$ cat src/rtl/stripe_pkg.sv
package stripe_pkg;
  typedef enum logic [1:0] {
    MODE_WRITE = 2'd0,
    MODE_READ  = 2'd1,
    MODE_CHECK = 2'd2,
    MODE_IDLE  = 2'd3
  } stripe_mode_e;

  localparam int unsigned DEF_BYTE_W     = 8;
  localparam int unsigned DEF_DATA_LANES = 3;
endpackage

$ cat src/rtl/stripe_xor_fold.sv
module stripe_xor_fold #(
  parameter int unsigned BYTE_W = 8,
  parameter int unsigned N      = 3
) (
  input  logic [N*BYTE_W-1:0] lanes,
  output logic [BYTE_W-1:0]   folded
);
  always_comb begin
    folded = '0;
    for (int i = 0; i < int'(N); i++) begin
      folded = folded ^ lanes[i*BYTE_W +: BYTE_W];
    end
  end
endmodule

$ cat src/rtl/stripe_gather.sv
module stripe_gather #(
  parameter int unsigned BYTE_W     = 8,
  parameter int unsigned DATA_LANES = 3
) (
  input  logic                         clk,
  input  logic                         rst_n,
  input  logic                         take,
  input  logic                         flush,
  input  logic [BYTE_W-1:0]            in_byte,
  input  logic                         in_last,
  output logic                         fire,
  output logic [DATA_LANES*BYTE_W-1:0] data
);
  localparam int unsigned POS_W  = $clog2(DATA_LANES);
  localparam int unsigned HOLD_N = DATA_LANES - 1;
  localparam logic [POS_W-1:0] POS_END = POS_W'(DATA_LANES - 1);

  logic [POS_W-1:0]         pos_q, pos_d;
  logic [HOLD_N*BYTE_W-1:0] hold_q, hold_d;

  assign fire = take && ((pos_q == POS_END) || in_last);

  // Assemble the outgoing stripe: earlier bytes from holding, current byte at pos, zero beyond.
  for (genvar k = 0; k < int'(DATA_LANES); k++) begin : g_lane
    if (k < int'(HOLD_N)) begin : g_held
      always_comb begin
        if (pos_q > POS_W'(k))
          data[k*BYTE_W +: BYTE_W] = hold_q[k*BYTE_W +: BYTE_W];
        else if (pos_q == POS_W'(k))
          data[k*BYTE_W +: BYTE_W] = in_byte;
        else
          data[k*BYTE_W +: BYTE_W] = '0;
      end
      always_comb begin
        hold_d[k*BYTE_W +: BYTE_W] = hold_q[k*BYTE_W +: BYTE_W];
        if (take && pos_q == POS_W'(k))
          hold_d[k*BYTE_W +: BYTE_W] = in_byte;
      end
    end else begin : g_tail
      always_comb begin
        if (pos_q == POS_W'(k))
          data[k*BYTE_W +: BYTE_W] = in_byte;
        else
          data[k*BYTE_W +: BYTE_W] = '0;
      end
    end
  end

  always_comb begin
    pos_d = pos_q;
    if (flush)
      pos_d = '0;
    else if (fire)
      pos_d = '0;
    else if (take)
      pos_d = pos_q + 1'b1;
  end

  always_ff @(posedge clk or negedge rst_n) begin
    if (!rst_n) begin
      pos_q  <= '0;
      hold_q <= '0;
    end else begin
      pos_q <= pos_d;
      if (take) hold_q <= hold_d;
    end
  end
endmodule

$ cat src/rtl/stripe_repair.sv
module stripe_repair #(
  parameter int unsigned BYTE_W = 8,
  parameter int unsigned LANES  = 4,
  parameter int unsigned IDX_W  = 2
) (
  input  logic [LANES*BYTE_W-1:0] lanes_in,
  input  logic [IDX_W-1:0]        lost,
  output logic [LANES*BYTE_W-1:0] lanes_out,
  output logic [BYTE_W-1:0]       syndrome
);
  stripe_xor_fold #(.BYTE_W(BYTE_W), .N(LANES)) u_fold (
    .lanes  (lanes_in),
    .folded (syndrome)
  );

  // syndrome ^ own byte equals the XOR of every other lane.
  for (genvar k = 0; k < int'(LANES); k++) begin : g_fix
    assign lanes_out[k*BYTE_W +: BYTE_W] = (lost == IDX_W'(k))
      ? (syndrome ^ lanes_in[k*BYTE_W +: BYTE_W])
      : lanes_in[k*BYTE_W +: BYTE_W];
  end
endmodule

$ cat src/rtl/stripe_serial.sv
module stripe_serial #(
  parameter int unsigned BYTE_W     = 8,
  parameter int unsigned DATA_LANES = 3
) (
  input  logic                         clk,
  input  logic                         rst_n,
  input  logic                         load,
  input  logic [DATA_LANES*BYTE_W-1:0] data,
  output logic                         out_valid,
  output logic [BYTE_W-1:0]            out_byte
);
  localparam int unsigned CNT_W = $clog2(DATA_LANES);
  localparam int unsigned BUF_W = DATA_LANES * BYTE_W;

  logic [BUF_W-1:0]  buf_q, buf_d;
  logic [CNT_W-1:0]  left_q, left_d;
  logic              vld_q, vld_d;
  logic [BYTE_W-1:0] byte_q, byte_d;
  logic              step;

  assign step = load || (left_q != '0);

  always_comb begin
    buf_d  = buf_q;
    left_d = left_q;
    byte_d = byte_q;
    vld_d  = 1'b0;
    if (load) begin
      byte_d = data[BYTE_W-1:0];
      buf_d  = data >> BYTE_W;
      left_d = CNT_W'(DATA_LANES - 1);
      vld_d  = 1'b1;
    end else if (left_q != '0) begin
      byte_d = buf_q[BYTE_W-1:0];
      buf_d  = buf_q >> BYTE_W;
      left_d = left_q - 1'b1;
      vld_d  = 1'b1;
    end
  end

  always_ff @(posedge clk or negedge rst_n) begin
    if (!rst_n) begin
      buf_q  <= '0;
      left_q <= '0;
      vld_q  <= 1'b0;
      byte_q <= '0;
    end else begin
      vld_q <= vld_d;
      if (step) begin
        buf_q  <= buf_d;
        left_q <= left_d;
        byte_q <= byte_d;
      end
    end
  end

  assign out_valid = vld_q;
  assign out_byte  = byte_q;
endmodule

$ cat src/rtl/stripe_raid.sv
module stripe_raid
  import stripe_pkg::*;
#(
  parameter int unsigned BYTE_W     = DEF_BYTE_W,
  parameter int unsigned DATA_LANES = DEF_DATA_LANES,
  localparam int unsigned LANES     = DATA_LANES + 1,
  localparam int unsigned IDX_W     = $clog2(LANES),
  localparam int unsigned DW        = DATA_LANES * BYTE_W,
  localparam int unsigned SW        = LANES * BYTE_W
) (
  input  logic              clk,
  input  logic              rst_n,
  input  logic [1:0]        mode,
  input  logic [IDX_W-1:0]  fail_lane,
  input  logic              in_valid,
  input  logic [BYTE_W-1:0] in_byte,
  input  logic              in_last,
  input  logic              st_valid,
  input  logic [SW-1:0]     st_lanes,
  output logic [LANES-1:0]  lane_valid,
  output logic [SW-1:0]     lane_data,
  output logic              out_valid,
  output logic [BYTE_W-1:0] out_byte,
  output logic              chk_valid,
  output logic              chk_err
);
  stripe_mode_e mode_e;
  assign mode_e = stripe_mode_e'(mode);

  logic wr_take, wr_fire, rd_take, ck_take;
  logic [DW-1:0]     wr_data;
  logic [BYTE_W-1:0] wr_par;
  logic [SW-1:0]     rd_fixed;
  logic [BYTE_W-1:0] rd_syn;

  assign wr_take = (mode_e == MODE_WRITE) && in_valid;
  assign rd_take = (mode_e == MODE_READ)  && st_valid;
  assign ck_take = (mode_e == MODE_CHECK) && st_valid;

  stripe_gather #(.BYTE_W(BYTE_W), .DATA_LANES(DATA_LANES)) u_gather (
    .clk     (clk),
    .rst_n   (rst_n),
    .take    (wr_take),
    .flush   (mode_e != MODE_WRITE),
    .in_byte (in_byte),
    .in_last (in_last),
    .fire    (wr_fire),
    .data    (wr_data)
  );

  stripe_xor_fold #(.BYTE_W(BYTE_W), .N(DATA_LANES)) u_par (
    .lanes  (wr_data),
    .folded (wr_par)
  );

  stripe_repair #(.BYTE_W(BYTE_W), .LANES(LANES), .IDX_W(IDX_W)) u_repair (
    .lanes_in  (st_lanes),
    .lost      (fail_lane),
    .lanes_out (rd_fixed),
    .syndrome  (rd_syn)
  );

  stripe_serial #(.BYTE_W(BYTE_W), .DATA_LANES(DATA_LANES)) u_serial (
    .clk       (clk),
    .rst_n     (rst_n),
    .load      (rd_take),
    .data      (rd_fixed[DW-1:0]),
    .out_valid (out_valid),
    .out_byte  (out_byte)
  );

  logic             lv_q, lv_d;
  logic [SW-1:0]    ld_q, ld_d;
  logic             ld_en;
  logic             cv_q, cv_d, ce_q, ce_d;

  always_comb begin
    ld_en = wr_fire || rd_take;
    lv_d  = ld_en;
    ld_d  = ld_q;
    if (wr_fire)
      ld_d = {wr_par, wr_data};
    else if (rd_take)
      ld_d = rd_fixed;
    cv_d = ck_take;
    ce_d = ck_take && (rd_syn != '0);
  end

  always_ff @(posedge clk or negedge rst_n) begin
    if (!rst_n) begin
      lv_q <= 1'b0;
      ld_q <= '0;
      cv_q <= 1'b0;
      ce_q <= 1'b0;
    end else begin
      lv_q <= lv_d;
      cv_q <= cv_d;
      ce_q <= ce_d;
      if (ld_en) ld_q <= ld_d;
    end
  end

  assign lane_valid = {LANES{lv_q}};
  assign lane_data  = ld_q;
  assign chk_valid  = cv_q;
  assign chk_err    = ce_q;
endmodule

$ cat config.mk
export PLATFORM = sky130hd
export DESIGN_NAME = stripe_raid
export DESIGN_NICKNAME = d
export VERILOG_FILES = /design/src/rtl/stripe_pkg.sv /design/src/rtl/stripe_xor_fold.sv /design/src/rtl/stripe_gather.sv /design/src/rtl/stripe_repair.sv /design/src/rtl/stripe_serial.sv /design/src/rtl/stripe_raid.sv
export SDC_FILE = /design/constraint.sdc
export NUM_CORES = 1
export LEC_CHECK = 0
export BUFFER_PORTS_ARGS = -buffer_cell sky130_fd_sc_hd__buf_2
export CAP_MARGIN = 20
export CORE_AREA = 2 2 96 98
export CTS_BUF_LIST = sky130_fd_sc_hd__clkbuf_8
export DETAILED_ROUTE_END_ITERATION = 6
export DIE_AREA = 0 0 98 100
export PLACE_DENSITY = 0.84
export SLEW_MARGIN = 20
export SYNTH_ARGS = -nofsm -noshare
export SYNTH_HDL_FRONTEND = slang
export SYNTH_HIERARCHICAL = 1
export SYNTH_SLANG_ARGS = --single-unit
$ cat constraint.sdc
create_clock -name clk -period 4.2 [get_ports clk]
set_input_delay 0 -clock clk [delete_from_list [all_inputs] [get_ports clk]]
set_output_delay 0 -clock clk [all_outputs]
set_load 0.01 [all_outputs]
Word level (Yosys, flattened, before mapping) --
Cells that the tools add are included.
Word-level totals: register bits after elaboration 88, bits of input ports 49, output and inout bits 47, logic and storage cells 76
Cells by class: add/sub/neg operators 2, $lt $le $gt $ge 2, eq/ne operators 7, mux-type cells 22, bitwise gates (word level) 9, reductions and logical operators 23
Operator list (count):
- 2-to-1 mux 8 bit | 11
- bitwise XOR 8 bit | 9
- 2-to-1 mux 32 bit | 2
- 2-to-1 mux 24 bit | 2
- 2-to-1 mux 2 bit | 5
- == test 2 bit, second input constant | 4
- AND reduction 2 bit | 4
- nonzero test 2 bit | 4
- nonzero test 8 bit | 1
- logical AND 1 bit | 7
- == test 2 x 1 -> 1 bit, second input constant | 3
- logical NOT 2 bit | 3
- > comparator 2 x 1 -> 1 bit, second input constant | 2
- logical OR 1 bit | 3
- nonzero test 3 bit | 1
- adder 2 x 1 -> 2 bit, second input constant | 1
- 2-to-1 mux 1 bit | 2
- subtractor 2 x 1 -> 2 bit, second input constant | 1

Longest topological paths before layout --
Gate-level depths: netlist of run 1.
depth in word-level cells 7, mapped depth 9

By module --
The synthesis of run 1 kept the hierarchy.
Modules (own cells, without submodules):
- stripe_raid | instances 1, cells each 190, area each 1955.6 µm²
- stripe_serial | instances 1, cells each 116, area each 1199.9 µm²
- stripe_gather | instances 1, cells each 77, area each 974.7 µm²
- stripe_repair | instances 1, cells each 70, area each 590.6 µm²
- stripe_xor_fold at u_repair.u_fold | instances 1, cells each 24, area each 210.2 µm²
- stripe_xor_fold at u_par | instances 1, cells each 8, area each 190.2 µm²

Worst setup path after synthesis of run 1 --
Ideal clock, no wire load.
path kind register -> register, start point register u_gather.pos_q[1], end point register ld_q[24], in the netlist lane_data[24], library setup time 0.120 ns, arrival 1.693 ns, required time 4.080 ns, path slack 2.387 ns, stages on the path, launching flop included 10, clock period less this slack 1.813 ns, cell sequence dfrtp_1 > inv_1 > ha_1 > buf_2 > nor2b_1 > buf_2 > a22o_1 > xor3_1 > nor2b_1 > a21oi_2
Between the ends: word-level cells in the longest chain between the ends 6, elaborated cells between the ends (all ways) 18, classes of those cells order compare (2); eq/ne (2); mux (6); bitwise (2); reduce/logical (6)
RTL lines:
- from (decl) | line stripe_gather.sv:18 | logic [POS_W-1:0] pos_q, pos_d;
- from (signal assigned) | line stripe_gather.sv:64 | pos_q <= pos_d;
- == test 2 x 1 -> 1 bit | line stripe_gather.sv:29 | else if (pos_q == POS_W'(k))
- 2-to-1 mux 8 bit | line stripe_gather.sv:29
- 2-to-1 mux 8 bit * | line stripe_gather.sv:27 | if (pos_q > POS_W'(k))
- named net wr_data[8] | line stripe_raid.sv:31 | logic [DW-1:0] wr_data;
- bitwise XOR 8 bit * (2 in a row) | line stripe_xor_fold.sv:11 | folded = folded ^ lanes[i*BYTE_W +: BYTE_W];
- named net wr_par[0] | line stripe_raid.sv:32 | logic [BYTE_W-1:0] wr_par;
- 2-to-1 mux 32 bit * | line stripe_raid.sv:81 | if (wr_fire)
- to (signal assigned) | line stripe_raid.sv:99 | if (ld_en) ld_q <= ld_d;
- to (decl) | line stripe_raid.sv:73 | logic [SW-1:0] ld_q, ld_d;
The timed path passes the listed nets; every way through them passes the cells marked *. A chain may end at the register's enable or synchronous reset.

Worst setup path in the final report of run 1 --
start point register u_gather.pos_q[0], end point register ld_q[29], in the netlist lane_data[29]
Same word-level chain as after synthesis.

==> key figures, run 1 <==
Setup path
  – Worst-path fanout max: 10
  – CP Launch Type: flop
  – Crit-path cells: ha_1 -> nor2b_1 -> a22o_1 -> xor3_1 -> nor2b_1 -> a21oi_2
  – Buf/Inv on CP: 0
  – Cell mode on critical path: nor2b_1
  – Setup CP Type: flop to flop
  – Reg2Reg Depth: 6
  – Slowest cell on the critical path: nor2b_1
  – Reg2Reg Launch Point: u_gather/pos_q[0]
  – CP Data Arrival Time: between 2000 and 3000 ps
  – CP peak stage delay: 560 ps
  – Worst setup EP type: flop
  – R2r endpoint: lane_data[29]
  – Critical Path RT: approximately 4400 ps
  – R2r setup slk: 1780 ps
  – Delay-heaviest family, CP: simple AND/OR/NAND/NOR gates

Yosys
  – Post-synth EDFFs: 0
  – Synth Net Count: about 540
  – Top cells by area, synth: dfrtp_1 39%, a21oi_2 9.9%, xnor2_1 6.8%, mux2_2 5.3%, nand2_1 4.7%
  – FF+latch count, synth: 80
  – Yosys cell types: 39
  – Yosys warns: 6
  – Commonest cells post-synth: 80 x dfrtp_1, 64 x nand2_1, 58 x a21oi_2, 40 x xnor2_1, 33 x nor2b_1
  – Synth Flop Type: dfrtp_1
  – Synth top area share: 39.1%
  – Count leader, synth: dfrtp_1
  – Post-synth top area cell: dfrtp_1
  – Register area share after synthesis: between 30% and 40%
  – Cell Area, Synth: 5120 um2
  – Cells after synthesis: 485
  – Syn_area_per_cell: 10.6 um2
  – Asr flop ratio synth: 100%

Timing
  – Fin Setup TNS: 0 ps
  – RSZ-0062 raised after global routing: false
  – Final cycle utilization of the critical path: 57.5%
  – Final hold violation count: 0
  – Fin. max-slew vios: 0
  – Post-route minimum period: approximately 2400 ps
  – Worst slew pin tran: 739 ps
  – Final worst setup slack: between 1500 and 2000 ps
  – Clock Skew: 11.5 ps
  – Relative slew slack: 50.7%
  – Max Clock Freq: 0.414 GHz
  – # setup viols final: 0

Layout
  – Area grow syn2layout: 13.2%
  – Layout cells sized above 1: approximately 36%
  – Cell Count, Final, Fillers Out: about 690
  – ANT cells: 0
  – Fin util: 65.2%
  – FILL cells: 729
  – Nets@finish: 626

Detailed routing
  – Avg WL per Cell: approximately 17 um
  – Via density: 5.46
  – Initial drt markers: 199
  – DR DRC count: 0
  – DR vias: 3764
  – ANT nets after route: 0
  – Detailed Routing Iterations Pass 1: 4
  – Routed wire length: 11700 um

Clock tree
  – Root Driver: clkbuf_8
  – Post_cts resized: 0
  – Hold-fix buffers, CTS: 13
  – Clock Tree Buf Depth: 2
  – CTS Buf Count: 9
  – Clk sink count: 80
  – Clock slew at reported path FFs: around 80 ps
  – Postcts setup bufs: 0
  – CTS H-tree depth: 3
  – CTS tree: built
  – Clock latency on the worst-skew pair: 350 ps

Place
  – Post-DP HPWL: about 8400 um
  – Port bufs: 95
  – Pre-CTS WS: 1820 ps
  – Gpl congestion: 0.898
  – Placed cells: 659

GRT
  – Vias in the first global route: 3775
  – Largest net degree at the start of global routing: 84
  – GRT Util Overall: 24.0%
  – Initial antenna violation count: 0
  – Grt total ovfl: 0
  – First-pass GRT wire length: 18500 um

Floorplanning
  – Die width: 98 um
  – Die Footprint: 9800 um2
  – Core region area: 8890 um2
  – Site row count: 35
  – DIE HEIGHT: 100 um
  – Boundary Pins: 96
  – Initial Utilization: between 50% and 60%

Min path
  – WHS Path Cells: 2
  – Worst min-delay path class: input port to flop
  – Hold path startpoint: mode[0]
  – Hold EP: chk_valid

Status
  – Status: finished, final reports clean

Power and ir drop
  – VDD IR-drop max: 216 uV
  – P per Cell Area: ~380 nW/um2
  – Final Total Pwr: between 2000 and 2500 uW
  – Lkg Pwr: 0.00264 uW

Job
  – Max-cap violations: 0
## routing by layer
| layer | track usage [%] | up-vias | routed length (um) |
|---|---|---|---|
| met5 | 0 | - | 0 |
| met4 | 9.94 | 0 | 257 |
| li1 | - | 1818 | - |
| met3 | 3.69 | 16 | 437 |
| met1 | 30.5 | 1838 | 4910 |
| met2 | 41.4 | 92 | 6070 |
## power breakdown
group,switching (uW),total [uW],internal [uW]
registers,86.7,1000,914
logic,387,708,321
clock network,276,499,223
## cells in the final DEF (no fill, tap or decap), drive strengths merged, types with 9 or more instances in the layout
master,synthesis,layout
dfrtp,80,80
xor2,17,17
o21ai,24,24
mux2,24,24
a21oi,66,66
clkbuf,6,10
nor2b,33,33
nand2,66,66
mux2i,16,16
dlygate4sd3,0,14
xnor2,40,40
inv,6,9
buf,29,98
nand3b,17,17
## cell type report
class / instances / area [um2] / share of cell area [%]
flip-flops and latches: 80 / 2000 / 34.5
repair buffers: 112 / 644 / 11.1
clock inverters: 6 / 28.8 / 0.496
inverters: 6 / 27.5 / 0.475
well taps: 111 / 139 / 2.40
clock buffers: 10 / 138 / 2.37
multi-input cells: 364 / 2820 / 48.6
## stage by stage
stage | hold WS, ps | area (um2)
2_1_floorplan | -296 | 5120
3_3_place_gp | 224 | 5480
3_5_place_dp | 229 | 5480
4_1_cts | 7.98 | 5770
5_1_grt | 7.49 | 5800
6_report | 23.4 | 5800
## how the worst max path moves through the flow
stage / start / depth (start not counted) / to
5_1_grt: u_gather/pos_q[1] / 7 / lane_data[24]
3_3_place_gp: mode[1] / 7 / lane_data[17]
4_1_cts: mode[1] / 8 / lane_data[10]
3_5_place_dp: u_gather/pos_q[0] / 6 / lane_data[10]
2_1_floorplan: u_gather/pos_q[1] / 9 / lane_data[24]
6_report: u_gather/pos_q[0] / 6 / lane_data[29]
## cell families (layout without fill, tap and decap cells)
family | Yosys count | count (layout) | share of synthesized area (%)
flops | 80 | 80 | 39.1
mux | 40 | 40 | 8.40
compound gates | 101 | 101 | 14.9
simple gates | 154 | 154 | 17.1
xor+xnor | 65 | 65 | 13.5
buf+inv | 41 | 134 | 6.08
fa+ha+maj | 4 | 4 | 0.977
## registers in the layout, indices dropped and copies added, names as in the netlist
signal and flops:
chk_valid 1, u_gather/pos_q 2, u_gather/hold_q 16, lane_data 32
chk_err 1, u_serial/left_q 2, u_serial/buf_q 16, lv_q 1
u_serial/out_valid 1, u_serial/out_byte 8
Power figures use the tool's default switching activity.
==> inputs of run 2 (changes only) <==
Settings changed: CORE_AREA 2 2 96 98 to 2 2 103 105, DIE_AREA 0 0 98 100 to 0 0 105 107, PLACE_DENSITY 0.84 to 0.77.
Clock period 4.2 ns to 2 ns, I/O delays scaled along.
==> key figures, run 2 (synthesis gave the netlist of run 1 again) <==
Status
  – Status: finished, final reports clean

Layout
  – Most frequent cells in the layout: 94 x buf_2, 80 x dfrtp_1, 64 x nand2_1, 58 x a21oi_2, 40 x xnor2_1
  – Commonest non-fill, non-tap cell in the layout: buf_2
  – ANT cells: 0
  – Nets@finish: 635
  – Max FFs per register: 32
  – Layout cells sized above 1: approximately 37%
  – Area grow syn2layout: 16.7%

Detailed routing
  – DR DRC count: 0
  – ANT nets after route: 0
  – Routed wire length: 12700 um
  – Initial drt markers: ~170
  – Via density: 5.37
  – DR vias: 3878
  – Avg WL per Cell: 17.6 um
  – Detailed Routing Iterations Pass 1: 4

GRT
  – Grt total ovfl: 0
  – GRT Util Overall: 23.0%
  – Vias in the first global route: 3861
  – Largest net degree at the start of global routing: 60
  – First-pass GRT wire length: about 20000 um
  – Initial antenna violation count: 1

Clock tree
  – Postcts setup bufs: 0
  – CTS Buf Count: 9
  – Root Driver: clkbuf_8
  – Clk sink count: 80
  – CTS tree: built
  – Clock latency on the worst-skew pair: 360 ps
  – Clock Tree Buf Depth: 2
  – CTS H-tree depth: 3
  – Clock slew at reported path FFs: approximately 80 ps

Floorplanning
  – Initial Utilization: 50.7%
  – Die Footprint: 11200 um2
  – DIE HEIGHT: 107 um
  – Core region area: between 10000 and 15000 um2
  – Site row count: 37
  – Boundary Pins: 96
  – Die width: 105 um

Setup path
  – Buf/Inv on CP: 4
  – CP peak stage delay: 580 ps
  – CP Data Arrival Time: 2250 ps
  – Crit-path cells: dlygate4sd3_1 -> buf_2 -> or2_2 -> dlygate4sd3_1 -> a21oi_1 -> dlygate4sd3_1
  – Delay-heaviest family, CP: buffers and inverters
  – Worst-path fanout max: 3
  – Cell mode on critical path: dlygate4sd3_1
  – CP Launch Type: input port
  – Worst setup EP type: flop
  – Critical Path RT: approximately 2300 ps
  – Slowest cell on the critical path: dlygate4sd3_1
  – Setup CP Type: input port to flop

Timing
  – RSZ-0062 raised after global routing: false
  – Max Clock Freq: ~0.5 GHz
  – Final cycle utilization of the critical path: 97.3%
  – Post-route minimum period: 1950 ps
  – Final hold violation count: 0
  – Fin Setup TNS: 0 ps
  – Worst slew pin tran: between 500 and 600 ps
  – Fin. max-slew vios: 0
  – Clock Skew: 4.68 ps
  – # setup viols final: 0
  – Relative slew slack: 60.5%
  – Hold WS: 22.1 ps

Job
  – Max-cap violations: 0

Power and ir drop
  – Final Total Pwr: 5000 uW
  – Lkg Pwr: 0.00272 uW
  – P per Cell Area: 836 nW/um2
  – VDD IR-drop max: 381 uV

Place
  – Port bufs: 95
  – Post-DP HPWL: roughly 9300 um
  – Gpl congestion: about 0.86

Min path
  – Worst min-delay path class: input port to flop
run 2: power breakdown:
| part | internal [uW] | total, uW | switching (uW) |
|---|---|---|---|
| sequential | 1920 | 2110 | 191 |
| combinational | 702 | 1530 | 829 |
| clock | 759 | 1360 | 597 |
| total | 3380 | 5000 | 1620 |
run 2: stage by stage:
step,util [%],cell area [um2],instances,setup slack (ps)
after global placement,55.7,5620,694,190
after floorplan,-,5120,485,187
after CTS,59.2,5970,722,54.3
final,59.2,5980,722,53.6
after global routing,59.2,5980,722,13.4
after detailed placement,55.7,5620,694,66.5
run 2: layout make-up:
type / instances / area [um2]
fill: 904 / 4120
multi-input combinational: 364 / 2810
sequential: 80 / 2000
timing repair buffer: 121 / 747
tap: 136 / 170
clock buffer: 11 / 151
clock inverter: 4 / 68.8
inverter: 6 / 27.5
run 2: worst reg2reg max path, delay by kind of cell, from the launching register on:
kind	cells	cell delay [ps]
and+or+nand+nor	1	160
AOI/OAI and AO/OA	1	40
muxes	1	380
xor gates and xnor gates	1	370
adders and majority gates	1	180
DFF	1	420
buffers and inverters	2	270
run 2: path summary, 6_finish.rpt:
path | start | end | slack (ps) | cells past startpoint
max reg2reg | u_gather/pos_q[0] | lane_data[27] | 70 | 7
min in group asynchronous | rst_n | chk_valid | 130 | 2
max in group asynchronous | rst_n | u_serial/left_q[1] | 1240 | 3
min reg2reg | u_gather/hold_q[7] | u_gather/hold_q[7] | 510 | 1
max | mode[1] | u_gather/pos_q[1] | 50 | 6
min | st_valid | chk_valid | 20 | 2
run 2: repair_timing:
item,4_1_cts,5_1_grt
endpoints found under the hold margin,53,0
endpoints found under the setup margin,0,3
hold buffers,13,0
resized for setup,0,1
run 2: routing by layer:
| metal | vias up | GRT usage (%) | wire [um] |
|---|---|---|---|
| li1 | 1824 | - | - |
| met1 | 1904 | 27.7 | 5150 |
| met2 | 118 | 40.0 | 6530 |
| met3 | 30 | 3.16 | 556 |
| met4 | 2 | 12.7 | 437 |
| met5 | - | 0 | 13 |
==> inputs of run 3 (changes only) <==
Settings changed: CTS_CLUSTER_DIAMETER from default to 30, PLACE_DENSITY 0.77 to 0.79.
==> key figures, run 3 (synthesis gave the netlist of run 1 again) <==
Timing
  – Max Clock Freq: 0.533 GHz
  – Relative slew slack: 60.6%
  – Final worst setup slack: 125 ps
  – Fin Setup TNS: 0 ps
  – Post-route minimum period: 1880 ps
  – Worst slew pin tran: around 600 ps
  – # setup viols final: 0
  – Fin. max-slew vios: 0
  – Clock Skew: 7.95 ps
  – Final hold violation count: 0
  – RSZ-0062 raised after global routing: false
  – Final cycle utilization of the critical path: 93.8%

Layout
  – Commonest non-fill, non-tap cell in the layout: buf_2
  – Area grow syn2layout: 16.9%
  – Cell Count, Final, Fillers Out: 720
  – Max FFs per register: 32
  – Layout cells sized above 1: 37.0%
  – Nets@finish: 634
  – Fin util: 59.3%
  – FILL cells: roughly 870
  – ANT cells: 0
  – Most frequent cells in the layout: 94 x buf_2, 80 x dfrtp_1, 64 x nand2_1, 58 x a21oi_2, 40 x xnor2_1
  – Reg area: ~2000 um2
  – Multi-input gate area: 2810 um2

Setup path
  – Critical Path RT: 2250 ps
  – CP peak stage delay: 440 ps
  – CP Launch Type: flop
  – Slowest cell on the critical path: ha_1
  – Worst setup EP type: flop
  – Worst-path fanout max: 52
  – Setup CP Type: flop to flop
  – CP Data Arrival Time: approximately 2100 ps
  – Crit-path cells: inv_1 -> ha_1 -> o21a_2 -> buf_12 -> nor2b_1 -> a21oi_2

Clock tree
  – Clock slew at reported path FFs: ~80 ps
  – Clk sink count: 80
  – Root Driver: clkbuf_8
  – CTS H-tree depth: 3
  – CTS tree: built
  – Clock latency on the worst-skew pair: 360 ps
  – Clock Tree Buf Depth: 2
  – Post_cts resized: 0
  – Postcts setup bufs: 0
  – CTS Buf Count: 9
  – Hold-fix buffers, CTS: 13

Floorplanning
  – Die Footprint: 11200 um2
  – Core region area: 10100 um2
  – Boundary Pins: 96
  – Initial Utilization: 50.7%
  – DIE HEIGHT: 107 um
  – Die width: 105 um
  – Site row count: 37

GRT
  – GRT Util Overall: 22.0%
  – Initial antenna violation count: 0
  – First-pass GRT wire length: roughly 19000 um
  – Vias in the first global route: 3756
  – Grt total ovfl: 0
  – Largest net degree at the start of global routing: 56

Place
  – Placed cells: between 600 and 700
  – Gpl congestion: 0.854
  – Pre-CTS WS: 151 ps
  – Post-DP HPWL: 8860 um
  – Port bufs: 95

Detailed routing
  – DR DRC count: 0
  – Detailed Routing Iterations Pass 1: 5
  – DR vias: 3759
  – ANT nets after route: 0
  – Via density: 5.22
  – Initial drt markers: 195
  – Avg WL per Cell: ~17 um
  – Routed wire length: roughly 12000 um

Power and ir drop
  – Switching power: 1580 uW
  – VDD IR-drop max: around 430 uV
  – Final Total Pwr: 5060 uW
  – P per Cell Area: 845 nW/um2
  – Clock power share: 28.7%
  – Register share of total power: 41.7%
  – Combinational Power Share: between 20% and 30%
  – Pint: 3480 uW
  – Lkg Pwr: 0.00271 uW
  – Switch share: 31.2%

Job
  – Max-cap violations: 0

Min path
  – Worst min-delay path class: input port to flop

Status
  – Status: finished, final reports clean
[run 3: cell count changes in the layout (fill, tap and decap cells not counted), sizes merged]
cell,change
bufinv,+1
buf,-1
inv,-1
clkinv,-1
[run 3: power by group through the flow]
stage	combinational, uW	sequential [uW]	clock [uW]
floorplan	964	2180	0
global placement	1440	2130	0
detailed placement	1480	2140	0
CTS	1500	2110	1470
global route	1640	2140	1550
finish	1490	2110	1450
[run 3: path summary, 6_finish.rpt]
check,startpoint,end,slack (ps),cells after the start
worst max-delay path,u_gather/pos_q[0],lane_data[10],120,6
min in group asynchronous,rst_n,chk_valid,130,2
worst min register to register,u_gather/hold_q[2],u_gather/hold_q[2],510,1
max in group asynchronous,rst_n,u_serial/out_byte[1],1280,3
worst max register to register,u_gather/pos_q[0],lane_data[10],120,6
worst min-delay path,st_lanes[7],u_serial/out_byte[7],9,4
[run 3: final cells by class]
class,count,area share (%)
Multi-Input combinational cell,364,46.9
Sequential cell,80,33.4
Inverter,6,0.460
Tap cell,136,2.84
Timing Repair Buffer,120,12.3
Clock buffer,11,2.53
Clock inverter,3,1.51
[run 3: routing by layer]
metal | vias up | wire length [um] | global-route usage [%] | part of all wire (%)
li1 | 1823 | - | - | -
met5 | - | 0 | 0 | 0
met3 | 23 | 595 | 3.71 | 5.0
met1 | 1809 | 5060 | 28.6 | 43
met4 | 0 | 327 | 9.33 | 2.7
met2 | 104 | 5920 | 36.6 | 50
[run 3: worst max-delay path, delay by kind of cell (launching register included)]
family / cells / cell delay, ps
AO/OA/AOI/OAI: 2 / 270
AND/OR/NAND/NOR: 1 / 260
adder cells (fa/ha/maj): 1 / 440
buffers and inverters: 2 / 360
flip-flops: 1 / 410
[run 3: metrics by stage]
| stage | area [um2] | hold slack, ps |
|---|---|---|
| floorplan | 5120 | -296 |
| global placement | 5610 | -20.9 |
| detailed placement | 5610 | -14.7 |
| CTS | 5990 | 5.25 |
| global route | 5990 | 22.8 |
| finish | 5990 | 9.03 |
